File: src/rtl/rqdma_pkg.sv
package rqdma_pkg;

    typedef enum logic [1:0] {
        RQ_IDLE  = 2'd0,
        RQ_GATE  = 2'd1,
        RQ_READ  = 2'd2,
        RQ_WRITE = 2'd3
    } rq_state_e;

    // width of the chip-select index for a given number of request lines
    function automatic int sel_width(input int lines);
        return (lines > 1) ? $clog2(lines) : 1;
    endfunction

endpackage

File: src/rtl/rqdma_sync.sv
module rqdma_sync #(
    parameter int LINES  = 2,
    parameter int STAGES = 2
) (
    input  logic             clk,
    input  logic             rst_n,
    input  logic [LINES-1:0] async_in,
    output logic [LINES-1:0] sync_out
);

    generate
        for (genvar i = 0; i < LINES; i++) begin : g_line
            logic [STAGES-1:0] shreg;

            always_ff @(posedge clk or negedge rst_n) begin
                if (!rst_n) begin
                    shreg <= '0;
                end else begin
                    shreg <= {shreg[STAGES-2:0], async_in[i]};
                end
            end

            assign sync_out[i] = shreg[STAGES-1];
        end
    endgenerate

endmodule

File: src/rtl/rqdma_ctrl.sv
module rqdma_ctrl
    import rqdma_pkg::*;
(
    input  logic      clk,
    input  logic      rst_n,
    input  logic      start,
    input  logic      len_zero,
    input  logic      abort,
    input  logic      go,
    input  logic      src_ack,
    input  logic      dst_ack,
    input  logic      last_beat,
    output rq_state_e st,
    output logic      load,
    output logic      capture,
    output logic      advance,
    output logic      in_read,
    output logic      in_write,
    output logic      busy,
    output logic      done,
    output logic      aborted,
    output logic      irq
);

    rq_state_e st_q, st_n;
    logic      pend_q;
    logic      fin_ok, fin_abt, zero_done, stop_req;

    assign stop_req = abort | pend_q;

    // state register
    always_ff @(posedge clk or negedge rst_n) begin
        if (!rst_n) begin
            st_q <= RQ_IDLE;
        end else begin
            st_q <= st_n;
        end
    end

    // next state and strobes
    always_comb begin
        st_n      = st_q;
        load      = 1'b0;
        capture   = 1'b0;
        advance   = 1'b0;
        fin_ok    = 1'b0;
        fin_abt   = 1'b0;
        zero_done = 1'b0;
        unique case (st_q)
            RQ_IDLE: begin
                if (start) begin
                    if (len_zero) begin
                        zero_done = 1'b1;
                    end else begin
                        load = 1'b1;
                        st_n = RQ_GATE;
                    end
                end
            end
            RQ_GATE: begin
                if (stop_req) begin
                    fin_abt = 1'b1;
                    st_n    = RQ_IDLE;
                end else if (go) begin
                    st_n = RQ_READ;
                end
            end
            RQ_READ: begin
                if (src_ack) begin
                    capture = 1'b1;
                    st_n    = RQ_WRITE;
                end
            end
            RQ_WRITE: begin
                if (dst_ack) begin
                    advance = 1'b1;
                    if (last_beat) begin
                        fin_ok = 1'b1;
                        st_n   = RQ_IDLE;
                    end else if (stop_req) begin
                        fin_abt = 1'b1;
                        st_n    = RQ_IDLE;
                    end else begin
                        st_n = RQ_GATE;
                    end
                end
            end
            default: st_n = RQ_IDLE;
        endcase
    end

    // state-decoded outputs
    always_comb begin
        in_read  = (st_q == RQ_READ);
        in_write = (st_q == RQ_WRITE);
        busy     = (st_q != RQ_IDLE);
        st       = st_q;
    end

    // abort latch and status flags
    always_ff @(posedge clk or negedge rst_n) begin
        if (!rst_n) begin
            pend_q  <= 1'b0;
            done    <= 1'b0;
            aborted <= 1'b0;
            irq     <= 1'b0;
        end else begin
            if (st_n == RQ_IDLE) begin
                pend_q <= 1'b0;
            end else if (abort && (st_q != RQ_IDLE)) begin
                pend_q <= 1'b1;
            end

            if (load) begin
                done <= 1'b0;
            end else if (fin_ok || zero_done) begin
                done <= 1'b1;
            end

            if (load || zero_done) begin
                aborted <= 1'b0;
            end else if (fin_abt) begin
                aborted <= 1'b1;
            end

            irq <= fin_ok | zero_done;
        end
    end

endmodule

File: src/rtl/rqdma_path.sv
module rqdma_path #(
    parameter int AW  = 16,
    parameter int DW  = 16,
    parameter int LW  = 8,
    parameter int NCS = 2,
    localparam int CSW = rqdma_pkg::sel_width(NCS)
) (
    input  logic           clk,
    input  logic           rst_n,
    input  logic [AW-1:0]  cfg_src,
    input  logic [AW-1:0]  cfg_dst,
    input  logic [LW-1:0]  cfg_len,
    input  logic           cfg_to_host,
    input  logic           cfg_hold_lcl,
    input  logic           cfg_wide,
    input  logic           cfg_paced,
    input  logic [CSW-1:0] cfg_cs,
    input  logic           load,
    input  logic           capture,
    input  logic           advance,
    input  logic           in_read,
    input  logic           in_write,
    input  logic [NCS-1:0] req_sync,
    output logic           go,
    output logic           last_beat,
    output logic           len_zero,
    output logic           src_ack,
    output logic           dst_ack,
    output logic           fixed_q,
    output logic           paced_q,
    output logic           req_sel,
    output logic           hm_req,
    output logic           hm_we,
    output logic [AW-1:0]  hm_addr,
    output logic [DW-1:0]  hm_wdata,
    input  logic [DW-1:0]  hm_rdata,
    input  logic           hm_ready,
    output logic           lb_req,
    output logic           lb_we,
    output logic [CSW-1:0] lb_sel,
    output logic [AW-1:0]  lb_addr,
    output logic [DW-1:0]  lb_wdata,
    input  logic [DW-1:0]  lb_rdata,
    input  logic           lb_ready
);

    localparam logic [LW-1:0] ONE_BEAT = LW'(1);

    logic           dir_q, wide_q;
    logic [CSW-1:0] cs_q;
    logic [AW-1:0]  haddr_q, laddr_q, step;
    logic [LW-1:0]  cnt_q;
    logic [DW-1:0]  data_q;

    assign step = wide_q ? AW'(2) : AW'(1);

    // run configuration, captured once per run
    always_ff @(posedge clk or negedge rst_n) begin
        if (!rst_n) begin
            dir_q   <= 1'b0;
            wide_q  <= 1'b0;
            fixed_q <= 1'b0;
            paced_q <= 1'b0;
            cs_q    <= '0;
        end else if (load) begin
            dir_q   <= cfg_to_host;
            wide_q  <= cfg_wide;
            fixed_q <= cfg_hold_lcl;
            paced_q <= cfg_paced;
            cs_q    <= cfg_cs;
        end
    end

    // address and count counters
    always_ff @(posedge clk or negedge rst_n) begin
        if (!rst_n) begin
            haddr_q <= '0;
            laddr_q <= '0;
            cnt_q   <= '0;
        end else if (load) begin
            haddr_q <= cfg_to_host ? cfg_dst : cfg_src;
            laddr_q <= cfg_to_host ? cfg_src : cfg_dst;
            cnt_q   <= cfg_len;
        end else if (advance) begin
            haddr_q <= haddr_q + step;
            if (!fixed_q) begin
                laddr_q <= laddr_q + step;
            end
            cnt_q <= cnt_q - ONE_BEAT;
        end
    end

    // beat holding register
    always_ff @(posedge clk or negedge rst_n) begin
        if (!rst_n) begin
            data_q <= '0;
        end else if (capture) begin
            data_q <= dir_q ? lb_rdata : hm_rdata;
        end
    end

    assign req_sel   = req_sync[cs_q];
    assign go        = !paced_q || req_sel;
    assign last_beat = (cnt_q == ONE_BEAT);
    assign len_zero  = (cfg_len == '0);

    assign src_ack = dir_q ? lb_ready : hm_ready;
    assign dst_ack = dir_q ? hm_ready : lb_ready;

    assign hm_req   = (in_read && !dir_q) || (in_write && dir_q);
    assign hm_we    = in_write && dir_q;
    assign hm_addr  = haddr_q;
    assign hm_wdata = data_q;

    assign lb_req   = (in_read && dir_q) || (in_write && !dir_q);
    assign lb_we    = in_write && !dir_q;
    assign lb_sel   = cs_q;
    assign lb_addr  = laddr_q;
    assign lb_wdata = data_q;

endmodule

File: src/rtl/rqdma_top.sv
module rqdma_top
    import rqdma_pkg::*;
#(
    parameter int AW     = 16,
    parameter int DW     = 16,
    parameter int LW     = 8,
    parameter int NCS    = 2,
    parameter int STAGES = 2,
    localparam int CSW   = sel_width(NCS)
) (
    input  logic           clk,
    input  logic           rst_n,
    input  logic [AW-1:0]  cfg_src,
    input  logic [AW-1:0]  cfg_dst,
    input  logic [LW-1:0]  cfg_len,
    input  logic           cfg_to_host,
    input  logic           cfg_hold_lcl,
    input  logic           cfg_wide,
    input  logic           cfg_paced,
    input  logic [CSW-1:0] cfg_cs,
    input  logic           start,
    input  logic           abort,
    input  logic [NCS-1:0] dev_req,
    output logic           hm_req,
    output logic           hm_we,
    output logic [AW-1:0]  hm_addr,
    output logic [DW-1:0]  hm_wdata,
    input  logic [DW-1:0]  hm_rdata,
    input  logic           hm_ready,
    output logic           lb_req,
    output logic           lb_we,
    output logic [CSW-1:0] lb_sel,
    output logic [AW-1:0]  lb_addr,
    output logic [DW-1:0]  lb_wdata,
    input  logic [DW-1:0]  lb_rdata,
    input  logic           lb_ready,
    output logic           busy,
    output logic           done,
    output logic           aborted,
    output logic           irq
);

    rq_state_e      st;
    logic           load, capture, advance, in_read, in_write;
    logic           go, last_beat, len_zero, src_ack, dst_ack;
    logic           fixed_q, paced_q, req_sel;
    logic [NCS-1:0] req_sync;

    rqdma_sync #(.LINES(NCS), .STAGES(STAGES)) u_sync (
        .clk      (clk),
        .rst_n    (rst_n),
        .async_in (dev_req),
        .sync_out (req_sync)
    );

    rqdma_ctrl u_ctrl (
        .clk       (clk),
        .rst_n     (rst_n),
        .start     (start),
        .len_zero  (len_zero),
        .abort     (abort),
        .go        (go),
        .src_ack   (src_ack),
        .dst_ack   (dst_ack),
        .last_beat (last_beat),
        .st        (st),
        .load      (load),
        .capture   (capture),
        .advance   (advance),
        .in_read   (in_read),
        .in_write  (in_write),
        .busy      (busy),
        .done      (done),
        .aborted   (aborted),
        .irq       (irq)
    );

    rqdma_path #(.AW(AW), .DW(DW), .LW(LW), .NCS(NCS)) u_path (
        .clk          (clk),
        .rst_n        (rst_n),
        .cfg_src      (cfg_src),
        .cfg_dst      (cfg_dst),
        .cfg_len      (cfg_len),
        .cfg_to_host  (cfg_to_host),
        .cfg_hold_lcl (cfg_hold_lcl),
        .cfg_wide     (cfg_wide),
        .cfg_paced    (cfg_paced),
        .cfg_cs       (cfg_cs),
        .load         (load),
        .capture      (capture),
        .advance      (advance),
        .in_read      (in_read),
        .in_write     (in_write),
        .req_sync     (req_sync),
        .go           (go),
        .last_beat    (last_beat),
        .len_zero     (len_zero),
        .src_ack      (src_ack),
        .dst_ack      (dst_ack),
        .fixed_q      (fixed_q),
        .paced_q      (paced_q),
        .req_sel      (req_sel),
        .hm_req       (hm_req),
        .hm_we        (hm_we),
        .hm_addr      (hm_addr),
        .hm_wdata     (hm_wdata),
        .hm_rdata     (hm_rdata),
        .hm_ready     (hm_ready),
        .lb_req       (lb_req),
        .lb_we        (lb_we),
        .lb_sel       (lb_sel),
        .lb_addr      (lb_addr),
        .lb_wdata     (lb_wdata),
        .lb_rdata     (lb_rdata),
        .lb_ready     (lb_ready)
    );

endmodule

File: config.mk
export PLATFORM = sky130hd
export DESIGN_NAME = rqdma_top
export DESIGN_NICKNAME = d
export VERILOG_FILES = /design/src/rtl/rqdma_pkg.sv /design/src/rtl/rqdma_sync.sv /design/src/rtl/rqdma_ctrl.sv /design/src/rtl/rqdma_path.sv /design/src/rtl/rqdma_top.sv
export SDC_FILE = /design/constraint.sdc
export NUM_CORES = 1
export LEC_CHECK = 0
export ABC_CLOCK_PERIOD_IN_PS = 2200
export BUFFER_PORTS_ARGS = -buffer_cell sky130_fd_sc_hd__buf_2
export CORE_MARGIN = 3
export CORE_UTILIZATION = 45
export DETAILED_ROUTE_END_ITERATION = 7
export HOLD_SLACK_MARGIN = 0.1
export PLACE_DENSITY_LB_ADDON = 0.08
export SLEW_MARGIN = 10
export SYNTH_ARGS = -nofsm -noshare
export SYNTH_HDL_FRONTEND = slang
export SYNTH_SLANG_ARGS = --single-unit
File: constraint.sdc
create_clock -name clk -period 2.2 [get_ports clk]
set_input_delay 0.44 -clock clk [delete_from_list [all_inputs] [get_ports clk]]
set_output_delay 0.44 -clock clk [all_outputs]
set_load 0.03 [all_outputs]
# ---- After elaboration in Yosys (flattened, before gate mapping)
# Index checks and enable logic that the tools add are counted.
dict set report classes {
  addsub 3
  bitwise 2
  eq_ne 5
  mux 47
  reduce_logical 21
  n_lt_le_gt_ge 1
}
# cell count
set ops {}
lappend ops {{16-bit 2-to-1 mux} 8}
lappend ops {{16-bit adder} 2}
lappend ops {{1-bit 2-to-1 mux} 27}
lappend ops {{2-bit 2-to-1 mux} 8}
lappend ops {{8-bit 2-to-1 mux} 2}
lappend ops {{2-bit nonzero test} 5}
lappend ops {{8-bit by 1-bit equality test with 1-bit output, second input constant} 1}
lappend ops {{8-bit logical NOT} 1}
lappend ops {{2-bit one-hot mux with 4 select lines} 1}
lappend ops {{8-bit by 1-bit subtractor with 8-bit output, second input constant} 1}
lappend ops {{1-bit logical AND} 5}
lappend ops {{1-bit logical OR} 5}
lappend ops {{2-bit equality test, second input constant} 2}
lappend ops {{2-bit logical NOT} 2}
lappend ops {{2-bit by 1-bit equality test with 1-bit output, second input constant} 1}
lappend ops {{1-bit logical NOT} 2}
lappend ops {{1-bit by 2-bit < comparator with 1-bit output, second input constant} 1}
lappend ops {{2-bit inequality test, second input constant} 1}
lappend ops {{1-bit OR} 2}
lappend ops {{1-bit one-hot mux with 2 select lines} 1}
lappend ops {{2-bit AND reduction} 1}
dict set report word_totals {
  inputBits 85
  output_inout_bits 73
  elab_cells 95
  regBits 71
}

# ---- Longest topological paths before layout
dict set report logic_depth {
  word_depth 8
  mapped_depth 8
  depth_no_buf 8
}

# ---- By module
# Synthesis repeated with hierarchy kept, for this count alone.
dict set report unflattened {
  hier_cells 430
  hier_area_um2 4254.1
}
# mod instances cells_each area_per_inst_um2 seq_area_each_um2
set modules_own_cells {}
lappend modules_own_cells {rqdma_path 1 389 3793.6 1526.5}
lappend modules_own_cells {rqdma_ctrl 1 35 345.3 150.1}
lappend modules_own_cells {rqdma_sync 1 6 115.1 100.1}

# ---- Least setup slack after synthesis
# OpenSTA, ideal clock, no wires.
dict set report synth_path {
  path_kind {register -> register}
  from {register u_path.haddr_q[0] (netlist: u_path.hm_addr[0])}
  to {register u_path.haddr_q[12] (netlist: u_path.hm_addr[12])}
  synth_period_minus_slack_ps 2222
  arrival_ps 2140
  n_path_buf 0
  path_stages_with_launch 8
  slack_ps -22
  required_ps 2118
  setup_ps 82
  path_cell_list {dfrtp_1 -> ha_1 -> inv_1 -> fa_1 -> and3b_1 -> nand4b_1 -> or3_1 -> a31oi_1}
}
dict set report synth_between {
  elab_chain_cells 3
}
# item line_no
set synth_rtl {}
lappend synth_rtl {{start: declaration} rqdma_path.sv:51} ;# logic [AW-1:0] haddr_q, laddr_q, step;
lappend synth_rtl {{start signal: assignment} rqdma_path.sv:81} ;# haddr_q <= cfg_to_host ? cfg_dst : cfg_src;
lappend synth_rtl {{start signal: assignment} rqdma_path.sv:85} ;# haddr_q <= haddr_q + step;
lappend synth_rtl {{16-bit adder} rqdma_path.sv:85}
lappend synth_rtl {{16-bit 2-to-1 mux} rqdma_path.sv:84} ;# end else if (advance) begin
lappend synth_rtl {{16-bit 2-to-1 mux} rqdma_path.sv:80} ;# end else if (load) begin
# No other way between the ends. The select of a mux whose other input is x is not followed.
# A chain may end at the register's enable or synchronous reset.

# ---- Worst setup path after layout
dict set report layout_path {
  from {register u_path.wide_q}
  to {register u_path.laddr_q[12] (netlist: u_path.lb_addr[12])}
}
dict set report layout_between {
  elab_chain_cells 5
}
# item line_no
set layout_rtl {}
lappend layout_rtl {{start: declaration} rqdma_path.sv:49} ;# logic dir_q, wide_q;
lappend layout_rtl {{start signal: assignment} rqdma_path.sv:67} ;# wide_q <= cfg_wide;
lappend layout_rtl {{2-bit 2-to-1 mux} rqdma_path.sv:55} ;# assign step = wide_q ? AW'(2) : AW'(1);
lappend layout_rtl {{16-bit adder} rqdma_path.sv:87} ;# laddr_q <= laddr_q + step;
lappend layout_rtl {{16-bit 2-to-1 mux} rqdma_path.sv:86} ;# if (!fixed_q) begin
lappend layout_rtl {{16-bit 2-to-1 mux} rqdma_path.sv:84}
lappend layout_rtl {{16-bit 2-to-1 mux} rqdma_path.sv:80}
lappend layout_rtl {{end signal: assignment} rqdma_path.sv:82} ;# laddr_q <= cfg_to_host ? cfg_src : cfg_dst;
lappend layout_rtl {{end signal: assignment} rqdma_path.sv:87}
lappend layout_rtl {{end: declaration} rqdma_path.sv:51}
# No other way between the ends. The select of a mux whose other input is x is not followed.

==> flow_metrics.env <==
export IMPL_initial_core_util=0.477
export IMPL_synth_net_count=546
export IMPL_worst_slew_pin_slew_ns=0.478
export IMPL_grt_pass1_vias=3952
export IMPL_slew_violations=0
export IMPL_cts_tree="yes"
export IMPL_dp_hpwl_um=8920
export IMPL_placed_cells=717
export IMPL_slew_headroom=0.681
export IMPL_grt_pass1_wl_um=19300
export IMPL_die_area_um2=10700
export IMPL_grt_antenna_before_repair=0
export IMPL_setup_slack_ns=0.0870
export IMPL_async_reset_ff_frac=1.00
export IMPL_leakage_uw=0.00246
export IMPL_die_y_um=104
export IMPL_p_seq_frac=0.316
export IMPL_hold_path_class="primary input to flip-flop"
export IMPL_path_delay_family="simple AND/OR/NAND/NOR gates"
export IMPL_p_switching_uw=4120
export IMPL_ios=158
export IMPL_grt_max_degree=38
export IMPL_p_int_uw=3930
export IMPL_finalCriticalPeriod_ns=2.11
export IMPL_instances_no_fill=735
export IMPL_root_buffer="clkbuf_8"
export IMPL_cts_inserted_buffers=9
export IMPL_final_core_util=0.605
export IMPL_ys_flop_type="dfrtp_1"
export IMPL_clk_latency_ns=0.35
export IMPL_seq_area_frac_synth=0.415
export IMPL_layout_commonest_cell="buf_2"
export IMPL_synthCells=453
export IMPL_wl_per_cell_um=16.0
export IMPL_worstPathCellList="inv_2 -> ha_2 -> inv_1 -> fa_1 -> and4bb_2 -> nand3_4 -> or3_1 -> a31oi_1"
export IMPL_dr_total_vias=4053
export IMPL_clock_skew_ns=0.00742
export IMPL_cpPeakStageDelay_ns=0.39
export IMPL_worstPathRequired_ns=2.47
export IMPL_cts_sinks=71
export IMPL_pwr_share_comb=0.571
export IMPL_ant_nets=0
export IMPL_cp_max_fo=6
export IMPL_fin_crit_sh=0.960
export IMPL_worstPathArrival_ns=2.38
export IMPL_yosys_cell_types_count=60
export IMPL_fmax_mhz=473
export IMPL_ys_warnings_count=0
export IMPL_port_buffers=157
export IMPL_setup_worst_path_class="flip-flop to flip-flop"
export IMPL_avgSynthCellArea_um2=9.45
export IMPL_ir_drop_mv=0.881
export IMPL_gp_congestion=0.841
export IMPL_clockBufferDepth=2
export IMPL_htree_num_levels=3
export IMPL_clkTransAtPathRegs_ns=0.08
export IMPL_synthesis_area_um2=4280
export IMPL_start_kind="flip-flop"
export IMPL_fin_nets=697
export IMPL_rows=34
export IMPL_drt_initial_drc_count=115
export IMPL_fp_dieW_um=104
export IMPL_p_per_area_nw_per_um2=1480
export IMPL_critPathSlowestCell="dfrtp_1"
export IMPL_dp_slack_ns=0.0450
export IMPL_drt_vias_per_instance=5.51
export IMPL_hold_viol=0
export IMPL_crit_buf_inv=2
export IMPL_outcome="complete, no violations"
export IMPL_ys_seq_elements=71
export IMPL_setup_viol=0
export IMPL_crit_path_end_kind="flip-flop"
export IMPL_synth_edff_count=0
export IMPL_area_growth_pct=26.8
export IMPL_post_dp_cell_area_um2=5230
export IMPL_drv_cap=0
export IMPL_finalWirelength_um=11800
export IMPL_final_cell_mix="buf_2, dfrtp_1, nand2_1"
export IMPL_firstDrtPassIters=4
export IMPL_antenna_cells=0
export IMPL_p_sw_frac=0.512
export IMPL_design_area_um2=5430
export IMPL_clock_power_share=0.114
export IMPL_power_uw=8050
export IMPL_layout_drive_gt1_share=0.363
export IMPL_grt_util_all_layers=0.220
export IMPL_grt_ovfl_total=0
export IMPL_drc=0
export IMPL_core_area_um2=8980
-- sequential cells by signal (all words and copies together) (netlist names), 2 cells and up --
name and cells:
u_path.hm_addr 16, u_path.cnt_q 8, u_path.hm_wdata 16, u_path.lb_addr 16, u_ctrl.st 2, u_sync.g_line.shreg 4
-- cell usage after synthesis (all sizes together) (2+ instances only) --
cell | number | share of area
a211oi | 22 | 0.039
a21o | 4 | 0.0070
a21oi | 33 | 0.039
a221o | 2 | 0.0047
a311oi | 3 | 0.0061
a31oi | 12 | 0.018
and2 | 5 | 0.0073
and3 | 4 | 0.0058
and3b | 2 | 0.0041
and4 | 2 | 0.0041
buf | 30 | 0.044
clkbuf | 13 | 0.011
dfrtp | 71 | 0.41
fa | 2 | 0.0093
ha | 6 | 0.018
inv | 12 | 0.011
mux2 | 8 | 0.022
mux2i | 29 | 0.068
nand2 | 35 | 0.031
nand3 | 14 | 0.019
nand4 | 14 | 0.023
nor2 | 24 | 0.021
nor2b | 21 | 0.031
nor3 | 8 | 0.0093
nor3b | 2 | 0.0047
nor4 | 3 | 0.0044
o211ai | 8 | 0.014
o21ai | 14 | 0.016
o311ai | 2 | 0.0041
o31ai | 4 | 0.0070
or2 | 2 | 0.0029
or3 | 8 | 0.013
or3b | 2 | 0.0041
or4 | 6 | 0.011
xnor2 | 2 | 0.0041
xor2 | 11 | 0.022
-- routing by layer --
metal	share of wire	track usage
met5	0	0
met4	0.019	0.0788
met3	0.083	0.0585
met2	0.47	0.357
met1	0.43	0.284
-- cell type report --
type,count,area (um^2)
inverters,12,45.0
clock inverters,7,40.0
fillers,826,3540
clock buffers,9,124
flip-flops and latches,71,1780
repair buffers,183,1040
multi-input cells,327,2250
well taps,126,158
-- cell families (layout without fill, tap and decap cells) --
group | after synthesis | after routing | synth area share
flip-flops | 71 | 71 | 0.415
adder cells (fa/ha/maj) | 8 | 8 | 0.0269
AND/OR/NAND/NOR | 156 | 156 | 0.204
multiplexers | 37 | 37 | 0.0897
XOR/XNOR | 13 | 13 | 0.0266
AO/OA/AOI/OAI | 113 | 113 | 0.172
buffers and inverters | 55 | 211 | 0.0660
-- repair_timing --
action                                 CTS  global route
resized for setup                        0             4
hold buffers                             1             0
setup endpoints to repair                0             7
setup buffers                            0             1
endpoints found under the hold margin   34             0
-- through the flow --
step                setup TNS (ns)  hold slack, ns
finish                           0           0.190
detailed placement               0           0.337
global placement                 0           0.332
CTS                              0           0.184
floorplan                        0           0.144
global route             -0.000757           0.180
-- final timing paths --
check / startpoint / endpoint / slack [ns] / cells past startpoint
max: u_path.wide_q$_DFFE_PN0P_ / u_path.lb_addr[12]$_DFFE_PN0P_ / 0.09 / 8
min: dev_req[0] / u_sync.g_line[0].shreg[0]$_DFF_PN0_ / 0.19 / 1
max reg2reg: u_path.wide_q$_DFFE_PN0P_ / u_path.lb_addr[12]$_DFFE_PN0P_ / 0.09 / 8
min reg2reg: u_sync.g_line[0].shreg[0]$_DFF_PN0_ / u_sync.g_line[0].shreg[1]$_DFF_PN0_ / 0.35 / 0
max in group asynchronous: rst_n / u_ctrl.st[1]$_DFF_PN0_ / 1.05 / 3
min in group asynchronous: rst_n / u_path.lb_addr[11]$_DFFE_PN0P_ / 0.59 / 2
-- worst reg2reg max path: stages, from the launching register on --
cell	delay [ns]
dfrtp_1	0.39
inv_2	0.09
ha_2	0.18
inv_1	0.05
fa_1	0.36
and4bb_2	0.35
nand3_4	0.10
or3_1	0.36
a31oi_1	0.16
-- power by group through the flow --
stage | registers [uW] | clock network, uW | logic [uW]
floorplan | 3340 | 0 | 2500
global placement | 2540 | 0 | 4540
detailed placement | 2550 | 0 | 4620
CTS | 2540 | 935 | 4620
global route | 2660 | 990 | 5010
finish | 2540 | 917 | 4600
Note: power is estimated with default switching activity, not from simulation.
